## src/rtl/dqs_dly_pkg.sv

```systemverilog
package dqs_dly_pkg;
    timeunit 1ns;
    timeprecision 1ps;

    typedef enum logic {
        MODE_NORMAL = 1'b0,
        MODE_LOWJIT = 1'b1
    } dll_mode_e;

    // Clamp an integer into [0, hi]
    function automatic int clamp_range(input int v, input int hi);
        if (v < 0) return 0;
        if (v > hi) return hi;
        return v;
    endfunction

    // Binary to reflected Gray code
    function automatic logic [31:0] to_gray(input logic [31:0] b);
        return b ^ (b >> 1);
    endfunction
endpackage

```

## src/rtl/dll_lock_timer.sv

```systemverilog
module dll_lock_timer
    import dqs_dly_pkg::*;
#(
    parameter int unsigned NORM_LOCK = 256,
    parameter int unsigned LOWJ_LOCK = 1280
) (
    input  logic      clk,
    input  logic      rst,
    input  dll_mode_e mode_i,
    output dll_mode_e mode_q_o,
    output logic      mode_chg_o,
    output logic      locked_o
);
    timeunit 1ns;
    timeprecision 1ps;

    localparam int unsigned MAX_LOCK = (LOWJ_LOCK > NORM_LOCK) ? LOWJ_LOCK : NORM_LOCK;
    localparam int unsigned CNT_W    = $clog2(MAX_LOCK + 1);
    localparam logic [CNT_W-1:0] NORM_LAST = CNT_W'(NORM_LOCK - 1);
    localparam logic [CNT_W-1:0] LOWJ_LAST = CNT_W'(LOWJ_LOCK - 1);

    typedef struct packed {
        logic [CNT_W-1:0] cnt;
        logic             locked;
        dll_mode_e        mode;
    } lock_st_t;

    lock_st_t         st_d, st_q;
    logic [CNT_W-1:0] last_w;

    always_comb begin
        mode_chg_o = (mode_i != st_q.mode);
        last_w     = (st_q.mode == MODE_LOWJIT) ? LOWJ_LAST : NORM_LAST;
        st_d       = st_q;
        if (rst || mode_chg_o) begin
            // restart the lock interval
            st_d.cnt    = '0;
            st_d.locked = 1'b0;
            st_d.mode   = mode_i;
        end else if (!st_q.locked) begin
            st_d.cnt    = st_q.cnt + 1'b1;
            st_d.locked = (st_q.cnt == last_w);
        end
    end

    always_ff @(posedge clk) begin
        st_q <= st_d;
    end

    assign mode_q_o = st_q.mode;
    assign locked_o = st_q.locked;

    logic armed_q;
    always_ff @(posedge clk) begin
        armed_q <= !rst;
    end

    AST_LOCK_STICKY: assert property (@(posedge clk) disable iff (rst)
        (st_q.locked && !mode_chg_o) |=> st_q.locked);
    AST_LOCK_AT_LIMIT: assert property (@(posedge clk) disable iff (rst)
        (armed_q && $rose(st_q.locked)) |-> ($past(st_q.cnt) == $past(last_w)));
    AST_NO_EARLY_LOCK: assert property (@(posedge clk) disable iff (rst)
        st_q.locked |-> (st_q.cnt == last_w + 1'b1));
    AST_RESTART_DROPS: assert property (@(posedge clk) disable iff (rst)
        mode_chg_o |=> (!st_q.locked && (st_q.mode == $past(mode_i))));
endmodule

```

## src/rtl/dll_step_counter.sv

```systemverilog
module dll_step_counter
    import dqs_dly_pkg::*;
#(
    parameter int unsigned CODE_W   = 7,
    parameter int unsigned NORM_UPD = 8,
    parameter int unsigned LOWJ_UPD = 32
) (
    input  logic              clk,
    input  logic              rst,
    input  logic              restart_i,
    input  dll_mode_e         mode_i,
    input  logic              pd_up,
    input  logic              pd_dn,
    output logic [CODE_W-1:0] code_o
);
    timeunit 1ns;
    timeprecision 1ps;

    localparam int unsigned MAX_UPD = (LOWJ_UPD > NORM_UPD) ? LOWJ_UPD : NORM_UPD;
    localparam int unsigned UPD_W   = $clog2(MAX_UPD + 1);
    localparam logic [UPD_W-1:0]  NORM_LAST = UPD_W'(NORM_UPD - 1);
    localparam logic [UPD_W-1:0]  LOWJ_LAST = UPD_W'(LOWJ_UPD - 1);
    localparam logic [CODE_W-1:0] CODE_MID  = {1'b1, {(CODE_W-1){1'b0}}};
    localparam logic [CODE_W-1:0] CODE_TOP  = '1;

    typedef struct packed {
        logic [UPD_W-1:0]  upd;
        logic [CODE_W-1:0] code;
    } step_st_t;

    step_st_t         st_d, st_q;
    logic [UPD_W-1:0] last_w;
    logic             tick_w;

    always_comb begin
        last_w = (mode_i == MODE_LOWJIT) ? LOWJ_LAST : NORM_LAST;
        tick_w = (st_q.upd == last_w);
        st_d   = st_q;
        if (rst) begin
            st_d.upd  = '0;
            st_d.code = CODE_MID;
        end else if (restart_i) begin
            st_d.upd  = '0;                 // count kept, cadence restarts
        end else if (tick_w) begin
            st_d.upd = '0;
            if (pd_up && !pd_dn && (st_q.code != CODE_TOP)) begin
                st_d.code = st_q.code + 1'b1;
            end else if (pd_dn && !pd_up && (st_q.code != '0)) begin
                st_d.code = st_q.code - 1'b1;
            end
        end else begin
            st_d.upd = st_q.upd + 1'b1;
        end
    end

    always_ff @(posedge clk) begin
        st_q <= st_d;
    end

    assign code_o = st_q.code;

    logic armed_q;
    always_ff @(posedge clk) begin
        armed_q <= !rst;
    end

    AST_UNIT_STEP: assert property (@(posedge clk) disable iff (rst)
        armed_q |-> ((st_q.code == $past(st_q.code)) ||
                     (st_q.code == $past(st_q.code) + 1'b1) ||
                     (st_q.code == $past(st_q.code) - 1'b1)));
    AST_MOVE_ON_TICK: assert property (@(posedge clk) disable iff (rst)
        (armed_q && (st_q.code != $past(st_q.code))) |-> ($past(tick_w) && !$past(restart_i)));
    AST_CEILING_HOLDS: assert property (@(posedge clk) disable iff (rst)
        (armed_q && $past(st_q.code == CODE_TOP) && $past(pd_up)) |-> (st_q.code == CODE_TOP));
    AST_FLOOR_HOLDS: assert property (@(posedge clk) disable iff (rst)
        (armed_q && $past(st_q.code == '0) && $past(pd_dn)) |-> (st_q.code == '0));
endmodule

```

## src/rtl/dll_offset_stage.sv

```systemverilog
module dll_offset_stage
    import dqs_dly_pkg::*;
#(
    parameter int unsigned CODE_W = 7
) (
    input  logic              clk,
    input  logic              rst,
    input  logic [CODE_W-1:0] code_i,
    input  logic [CODE_W:0]   ofs_i,
    output logic [CODE_W-1:0] gray_o
);
    timeunit 1ns;
    timeprecision 1ps;

    localparam int CODE_MAX = (1 << CODE_W) - 1;
    localparam logic [CODE_W-1:0] RST_GRAY = CODE_W'(to_gray(32'(1 << (CODE_W - 1))));

    typedef struct packed {
        logic [CODE_W-1:0] gray;
    } ofs_st_t;

    ofs_st_t           st_d, st_q;
    int                sum_w;
    logic [CODE_W-1:0] bin_w;

    always_comb begin
        // signed offset, clamped, then Gray
        sum_w = int'(code_i) + int'($signed(ofs_i));
        bin_w = CODE_W'(clamp_range(sum_w, CODE_MAX));
        st_d  = st_q;
        if (rst) begin
            st_d.gray = RST_GRAY;
        end else begin
            st_d.gray = CODE_W'(to_gray(32'(bin_w)));
        end
    end

    always_ff @(posedge clk) begin
        st_q <= st_d;
    end

    assign gray_o = st_q.gray;

    logic [1:0] warm_q;
    always_ff @(posedge clk) begin
        if (rst) begin
            warm_q <= '0;
        end else if (warm_q != 2'd3) begin
            warm_q <= warm_q + 1'b1;
        end
    end

    AST_GRAY_SINGLE_FLIP: assert property (@(posedge clk) disable iff (rst)
        ((warm_q >= 2'd2) && ($past(ofs_i) == $past(ofs_i, 2)))
            |-> ($countones(st_q.gray ^ $past(st_q.gray)) <= 1));
    AST_STEADY_HOLDS: assert property (@(posedge clk) disable iff (rst)
        ((warm_q >= 2'd2) && $past(code_i == $past(code_i)) && ($past(ofs_i) == $past(ofs_i, 2)))
            |-> $stable(st_q.gray));
endmodule

```

## src/rtl/dqs_delay_tracker.sv

```systemverilog
module dqs_delay_tracker
    import dqs_dly_pkg::*;
#(
    parameter int unsigned CODE_W    = 7,
    parameter int unsigned N_SIDES   = 3,
    parameter int unsigned NORM_LOCK = 256,
    parameter int unsigned LOWJ_LOCK = 1280,
    parameter int unsigned NORM_UPD  = 8,
    parameter int unsigned LOWJ_UPD  = 32
) (
    input  logic                      clk,
    input  logic                      rst,
    input  logic                      low_jitter_mode,
    input  logic                      pd_up,
    input  logic                      pd_dn,
    input  logic [CODE_W:0]           ofs_a,
    input  logic [CODE_W:0]           ofs_b,
    output logic [N_SIDES*CODE_W-1:0] set_a_bus,
    output logic [N_SIDES*CODE_W-1:0] set_b_bus,
    output logic                      locked
);
    timeunit 1ns;
    timeprecision 1ps;

    localparam int unsigned N_TAPS = 2;

    dll_mode_e         mode_in_w;
    dll_mode_e         mode_q_w;
    logic              mode_chg_w;
    logic [CODE_W-1:0] code_w;
    logic [CODE_W:0]   ofs_arr  [N_TAPS];
    logic [CODE_W-1:0] tap_gray [N_TAPS];

    assign mode_in_w  = dll_mode_e'(low_jitter_mode);
    assign ofs_arr[0] = ofs_a;
    assign ofs_arr[1] = ofs_b;

    dll_lock_timer #(
        .NORM_LOCK (NORM_LOCK),
        .LOWJ_LOCK (LOWJ_LOCK)
    ) u_lock (
        .clk        (clk),
        .rst        (rst),
        .mode_i     (mode_in_w),
        .mode_q_o   (mode_q_w),
        .mode_chg_o (mode_chg_w),
        .locked_o   (locked)
    );

    dll_step_counter #(
        .CODE_W   (CODE_W),
        .NORM_UPD (NORM_UPD),
        .LOWJ_UPD (LOWJ_UPD)
    ) u_step (
        .clk       (clk),
        .rst       (rst),
        .restart_i (mode_chg_w),
        .mode_i    (mode_q_w),
        .pd_up     (pd_up),
        .pd_dn     (pd_dn),
        .code_o    (code_w)
    );

    for (genvar t = 0; t < N_TAPS; t++) begin : g_tap
        dll_offset_stage #(
            .CODE_W (CODE_W)
        ) u_ofs (
            .clk    (clk),
            .rst    (rst),
            .code_i (code_w),
            .ofs_i  (ofs_arr[t]),
            .gray_o (tap_gray[t])
        );
    end

    // identical copy per consumer group
    for (genvar s = 0; s < N_SIDES; s++) begin : g_side
        assign set_a_bus[s*CODE_W +: CODE_W] = tap_gray[0];
        assign set_b_bus[s*CODE_W +: CODE_W] = tap_gray[1];
    end
endmodule

```

## config.mk

```make
export PLATFORM = sky130hd
export DESIGN_NAME = dqs_delay_tracker
export DESIGN_NICKNAME = d
export VERILOG_FILES = /design/src/rtl/dqs_dly_pkg.sv /design/src/rtl/dll_lock_timer.sv /design/src/rtl/dll_step_counter.sv /design/src/rtl/dll_offset_stage.sv /design/src/rtl/dqs_delay_tracker.sv
export SDC_FILE = /design/constraint.sdc
export NUM_CORES = 1
export LEC_CHECK = 0
export ABC_CLOCK_PERIOD_IN_PS = 5650
export BUFFER_PORTS_ARGS = -buffer_cell sky130_fd_sc_hd__buf_2
export CAP_MARGIN = 30
export CORE_ASPECT_RATIO = 0.75
export CORE_MARGIN = 2
export CORE_UTILIZATION = 55
export CTS_BUF_LIST = sky130_fd_sc_hd__clkbuf_16
export DETAILED_ROUTE_END_ITERATION = 12
export PLACE_DENSITY = 0.91
export SLEW_MARGIN = 20
export SYNTH_ARGS = -nofsm -noshare
export SYNTH_HDL_FRONTEND = slang
export SYNTH_SLANG_ARGS = --single-unit
```

## constraint.sdc

```tcl
create_clock -name clk -period 5.65 [get_ports clk]
set_clock_uncertainty 0.1 [all_clocks]
set_input_delay 1.695 -clock clk [delete_from_list [all_inputs] [get_ports clk]]
set_output_delay 1.695 -clock clk [all_outputs]
set_load 0.01 [all_outputs]
```

==> flow_summary.toml, run 1 <==
[synthesis]
synth_edf_count = 1
synth-seq-area-share_pct = 31.0
synth_cell_type_count = 47
ys_top_cells_by_area = "dfxtp_1 30%, ha_1 10%, buf_4 8.0%"
syn_area_per_cell_um2 = 8.83
synth_area_um2 = 2610
syn_nets = 341
synthCells = 296
synth_warnings = 0
synthArstFlopShare_pct = 0
ys_ff_latch = 40
yosys.area.top_type = "dfxtp_1"
yosys_most_used_dff = "dfxtp_1"
synth_top_area_share_pct = 29.9

[worst_setup_path]
rr_worst_depth = 11
path_class = "input pin to register"
crit_path_end = "u_step.code_o[6]"
reg2reg_slack_ns = 2.55
critPathLaunch = "pd_dn"
setup.worst_path.start_class = "input pin"
r2r-start = "u_step.code_o[1]"
endpoint_kind = "register"
required_ns = 5.77
critPathMaxFanout = 6
reg2reg_to = "u_step.code_o[6]"
critical_path_arrival_ns = 4.17

[power_and_ir_drop]
combinationalPowerShare_pct = 14.9
peakVddDrop_mv = 0.169
seq_power_share_pct = 45.0
p_int_mw = 0.498
powerDensity_nw_per_um2 = 229
switching_power_mw = 0.171
clock_power_share_pct = 40.1
switching_share_pct = 25.6
p_leak_nw = 1.42
total_power_mw = 0.670

[cts]
clk_latency_ns = 0.28
cts.reportedPaths.clkPinSlew_ns = 0.06
cts-htree-levels = 2
cts_resized = 0
cts.sinks = 40
cts_root_buffer = "clkbuf_16"
cts_tree = "built"
numCtsBuffers = 5
cts-hold-fix-buffers = 0
postCtsSetupRepairBufs = 0
cts_buffer_depth = 2

[timing]
max_freq_ghz = 0.247
rsz0062_at_grt = "no"
report.final.slew_viol_count = 0
setup_viol = 0
min_period_ns = 4.05
post-route-period-util_pct = 71.6
finalSetupTns_ns = 0
hold_ws_ns = 0.348
slew_headroom_pct = 62.5
final_hold_viol_count = 0
fin_ws_ns = 1.60
worst_pin_slew_ns = 0.561

[layout]
synthToLayoutAreaGrowth_pct = 11.7
final_util_pct = 64.6
final_cells = 394
final_layout_size_suffix_gt1_share_pct = 22.3
diodes = 0
finalInstanceArea_um2 = 2920
fin_nets = 381

[flow_run]
cap_violations = 0

[detailed_routing]
wl_per_cell_um = 13.8
drtPass1Iterations = 4
drt_iter0_drc = 126
drtAntennaViolNets = 0
via_per_inst = 5.45
finalWirelength_mm = 5.46
drc = 0
vias = 2149

[hold_path]
hold_class = "register to register"

[grt]
grt_usage_pct = 21.4
overflow = 0
grt_pass1_wl_mm = 9.15
grt_max_degree = 16
grt_pass1_vias = 2028
antenna_found_initial = 0

[place]
post-place-ws_ns = 1.33
portBuffers = 63
dp_hpwl_mm = 4.06
dpl.cell_count = 386
place_area_um2 = 2780
gp_congestion = 0.862

[outcome]
outcome = "complete, no violations"

[floorplanning]
initial_core_util_pct = 57.8
coreArea_um2 = 4520
dieWidth_um = 83.6
num_io_pins = 64
die-area_um2 = 5330
die_y_um = 63.7
row_count = 21
## state kept, by name (all words and copies together) (netlist names)
register and count:
g_tap.u_ofs.gray_o 14, u_step.st_q 6, u_lock.locked_o 1, u_lock.st_q 11, u_lock.mode_q_o 1, u_step.code_o 7
## power by group through the flow
| stage | Clock [mW] | Combinational (mW) | Sequential [mW] |
|---|---|---|---|
| 2_1_floorplan | 0 | 0.0766 | 0.311 |
| 3_3_place_gp | 0 | 0.0963 | 0.306 |
| 3_5_place_dp | 0 | 0.0989 | 0.307 |
| 4_1_cts | 0.273 | 0.0997 | 0.301 |
| 5_1_grt | 0.289 | 0.109 | 0.303 |
| 6_report | 0.269 | 0.0999 | 0.301 |
## worst max-delay path: stages
cell	delay [ns]
buf_2	0.11
nor3b_1	0.49
inv_1	0.27
fa_1	0.47
a211oi_1	0.23
o21bai_1	0.13
a21oi_2	0.17
mux2_4	0.32
and3_1	0.18
o21ai_1	0.10
## per-layer routing
layer	global-route usage (%)	wire length, µm
met1	26.0	2500
met2	37.1	2580
met3	4.98	291
met4	7.66	83
met5	0	0
## cell usage after synthesis, drive strengths merged, types with 2 or more instances
cell type	instances
a21o	4
o31a	2
nand4	2
a211oi	2
o31ai	4
xor2	22
nand2b	2
nand3	8
nor2	42
ha	21
nor2b	3
or4	2
a21oi	14
o21bai	3
o21ai	10
xnor2	15
dfxtp	39
nand2	12
buf	28
o21a	4
mux2i	6
or3	7
clkbuf	2
and3	4
o221ai	2
inv	14
o311ai	2
or2	3
fa	3
## area by class of cell
cell class	instances	area, µm²
flip-flops and latches	40	811
clock inverters	3	12.5
inverters	14	52.6
clock buffers	5	125
fillers	364	1600
repair buffers	63	315
multi-input cells	212	1530
well taps	57	71.3
## cells in the final DEF, fill, tap and decap left out, drive strengths merged, types with 2 or more instances in the layout
cell type	n
o221ai	2
dfxtp	39
or3	7
nor2	42
nand4	2
o311ai	2
o31ai	4
o31a	2
o21bai	3
or4	2
mux2i	6
buf	63
a211oi	2
nand2b	2
a21oi	14
a21o	4
ha	21
and3	4
clkbuf	5
nand3	8
or2	3
fa	3
o21ai	10
xnor2	15
o21a	4
nand2	12
inv	16
xor2	22
nor2b	3
## cell families (layout without fill, tap and decap cells)
group           after synthesis  count (layout)  share of synthesized area (%)
buf+inv                      44              85                           10.3
mux                           7               7                           2.87
fa+ha+maj                    24              24                           12.4
flops                        40              40                           31.0
xor+xnor                     37              37                           12.4
compound gates               55              55                           15.0
simple gates                 89              89                           16.0
## worst min-delay path by stage
stage	to	cells after the start	start
2_1_floorplan	u_step.st_q[7]	1	u_step.st_q[7]
3_3_place_gp	u_step.st_q[7]	1	u_step.st_q[7]
3_5_place_dp	u_step.st_q[7]	1	u_step.st_q[7]
4_1_cts	u_step.st_q[7]	1	u_step.st_q[7]
5_1_grt	u_step.st_q[7]	1	u_step.st_q[7]
6_report	u_step.st_q[7]	1	u_step.st_q[7]
Note: power is estimated with default switching activity, not from simulation.
==> run 2: changes to the inputs <==
ABC_CLOCK_PERIOD_IN_PS = 3600   (was 5650)
CORE_UTILIZATION = 49   (was 55)
PLACE_DENSITY = 0.86   (was 0.91)
clock period = 3.6 ns   (was 5.65 ns; I/O delays follow)
==> run 2 against run 1 <==
Compared with the run above: final cell count up 4.1%; sequential cell count is the same; utilization fell by 4.8 points; routed wire length shrank 2.6%; count of clock-buffer cells in the layout unchanged; critical path type unchanged; register-to-register slack got worse by 1.7 ns; die area rose by 12%; non-clock buffer count up 1; critical path depth unchanged; sequential share of layout area down 0.72 points; via count down 0.19%.
==> flow_summary.toml, run 2 (synthesized netlist as in run 1, its figures left out) <==
[timing]
slew_headroom_pct = 60.9
final_hold_viol_count = 0
fin_ws_ns = 0.495
finalSetupTns_ns = 0
max_freq_ghz = 0.322
min_period_ns = 3.10
worst_pin_slew_ns = 0.587
post-route-period-util_pct = 86.2
rsz0062_at_grt = "no"
setup_viol = 0
report.final.slew_viol_count = 0

[detailed_routing]
via_per_inst = 5.23
finalWirelength_mm = 5.32
drt_iter0_drc = 69
drc = 0
drtPass1Iterations = 4
drtAntennaViolNets = 0
vias = 2145
wl_per_cell_um = 13.0

[grt]
antenna_found_initial = 0
grt_pass1_vias = 1976
grt_usage_pct = 19.3
overflow = 0
grt_pass1_wl_mm = 8.84
grt_max_degree = 16

[cts]
cts-htree-levels = 2
cts.sinks = 40
postCtsSetupRepairBufs = 0
numCtsBuffers = 5
cts-hold-fix-buffers = 0
cts_resized = 0
cts_tree = "built"
clk_latency_ns = 0.28
cts_buffer_depth = 2
cts_root_buffer = "clkbuf_16"
cts.reportedPaths.clkPinSlew_ns = 0.06

[layout]
finalInstanceArea_um2 = 3000
diodes = 0
final_util_pct = 59.8
multi_input_area_um2 = 1530
largest_register_ffs = 14
fill_cells = 443
final_common_cell = "buf_2"
final_layout_size_suffix_gt1_share_pct = 22.8
final_cell_mix = "63 x buf_2, 42 x nor2_1, 39 x dfxtp_1"
regArea_um2 = 811
fin_nets = 382
synthToLayoutAreaGrowth_pct = 14.7

[hold_path]
hold_class = "register to register"
min_from = "u_step.st_q[7]"
hold_path_depth = 1

[power_and_ir_drop]
peakVddDrop_mv = 0.230
seq_power_share_pct = 39.4
p_leak_nw = 1.44
combinationalPowerShare_pct = 13.1
switching_power_mw = 0.272
total_power_mw = 1.20
p_int_mw = 0.927
clock_power_share_pct = 47.5
powerDensity_nw_per_um2 = 400
switching_share_pct = 22.7

[worst_setup_path]
setup.worst_path.start_class = "input pin"
path_class = "input pin to register"
endpoint_kind = "register"
required_ns = 3.66
rr_worst_depth = 11
critPathLaunch = "pd_dn"
r2r-start = "u_step.code_o[1]"
critical_path_arrival_ns = 3.17
critPathMaxFanout = 6

[floorplanning]
die_y_um = 67.3
coreArea_um2 = 5010
dieWidth_um = 88.3
row_count = 22
num_io_pins = 64
initial_core_util_pct = 52.2
die-area_um2 = 5940

[place]
gp_congestion = 0.848
dp_hpwl_mm = 3.98
place_area_um2 = 2810
post-place-ws_ns = 0.259
portBuffers = 63

[flow_run]
cap_violations = 0

[outcome]
outcome = "complete, no violations"
[run 2: cell count changes in the layout (fill, tap and decap cells not counted), sizes merged]
cell    before  now
bufinv       0    2
buf         63   64
clkinv       1    0
inv         16   15
[run 2: final timing paths]
kind	to	slack (ns)
setup / recovery	u_step.code_o[6]	0.50
hold / removal	u_step.st_q[7]	0.35
setup reg to reg	u_step.code_o[6]	0.82
hold reg to reg	u_step.st_q[7]	0.35
[run 2: power by group through the flow]
stage                     combinational (mW)  sequential, mW  clock (mW)
after floorplan                        0.120           0.488           0
after global placement                 0.153           0.481           0
after detailed placement               0.156           0.482           0
after CTS                              0.158           0.472       0.580
after global routing                   0.175           0.475       0.596
final                                  0.157           0.472       0.569
[run 2: layer usage]
layer	vias to the layer above	part of all wire [%]	GRT usage, %
met1	981	47	24.9
li1	1081	-	-
met2	73	45	31.6
met4	0	2.3	8.71
met3	10	6.4	3.67
met5	-	0	0
[run 2: cell type report]
| class | instances | share of cell area, % |
|---|---|---|
| clock buffers | 5 | 4.17 |
| inverters | 14 | 1.75 |
| multi-input cells | 212 | 51.1 |
| repair buffers | 64 | 10.8 |
| well taps | 72 | 3.01 |
| clock inverters | 3 | 2.13 |
| flip-flops and latches | 40 | 27.0 |
[run 2: per-stage QoR]
step	hold WS, ns	cells
2_1_floorplan	0.318	296
3_3_place_gp	0.329	402
3_5_place_dp	0.342	402
4_1_cts	0.354	410
5_1_grt	0.388	410
6_report	0.353	410
[run 2: worst max-delay path, cell delays in order]
cell and delay (ns):
buf_2 0.11, nor3b_1 0.25, inv_1 0.18, fa_1 0.45, a211oi_1 0.24, o21bai_1 0.13, a21oi_2 0.16, mux2_4 0.31
a21oi_1 0.17, o21ai_1 0.09
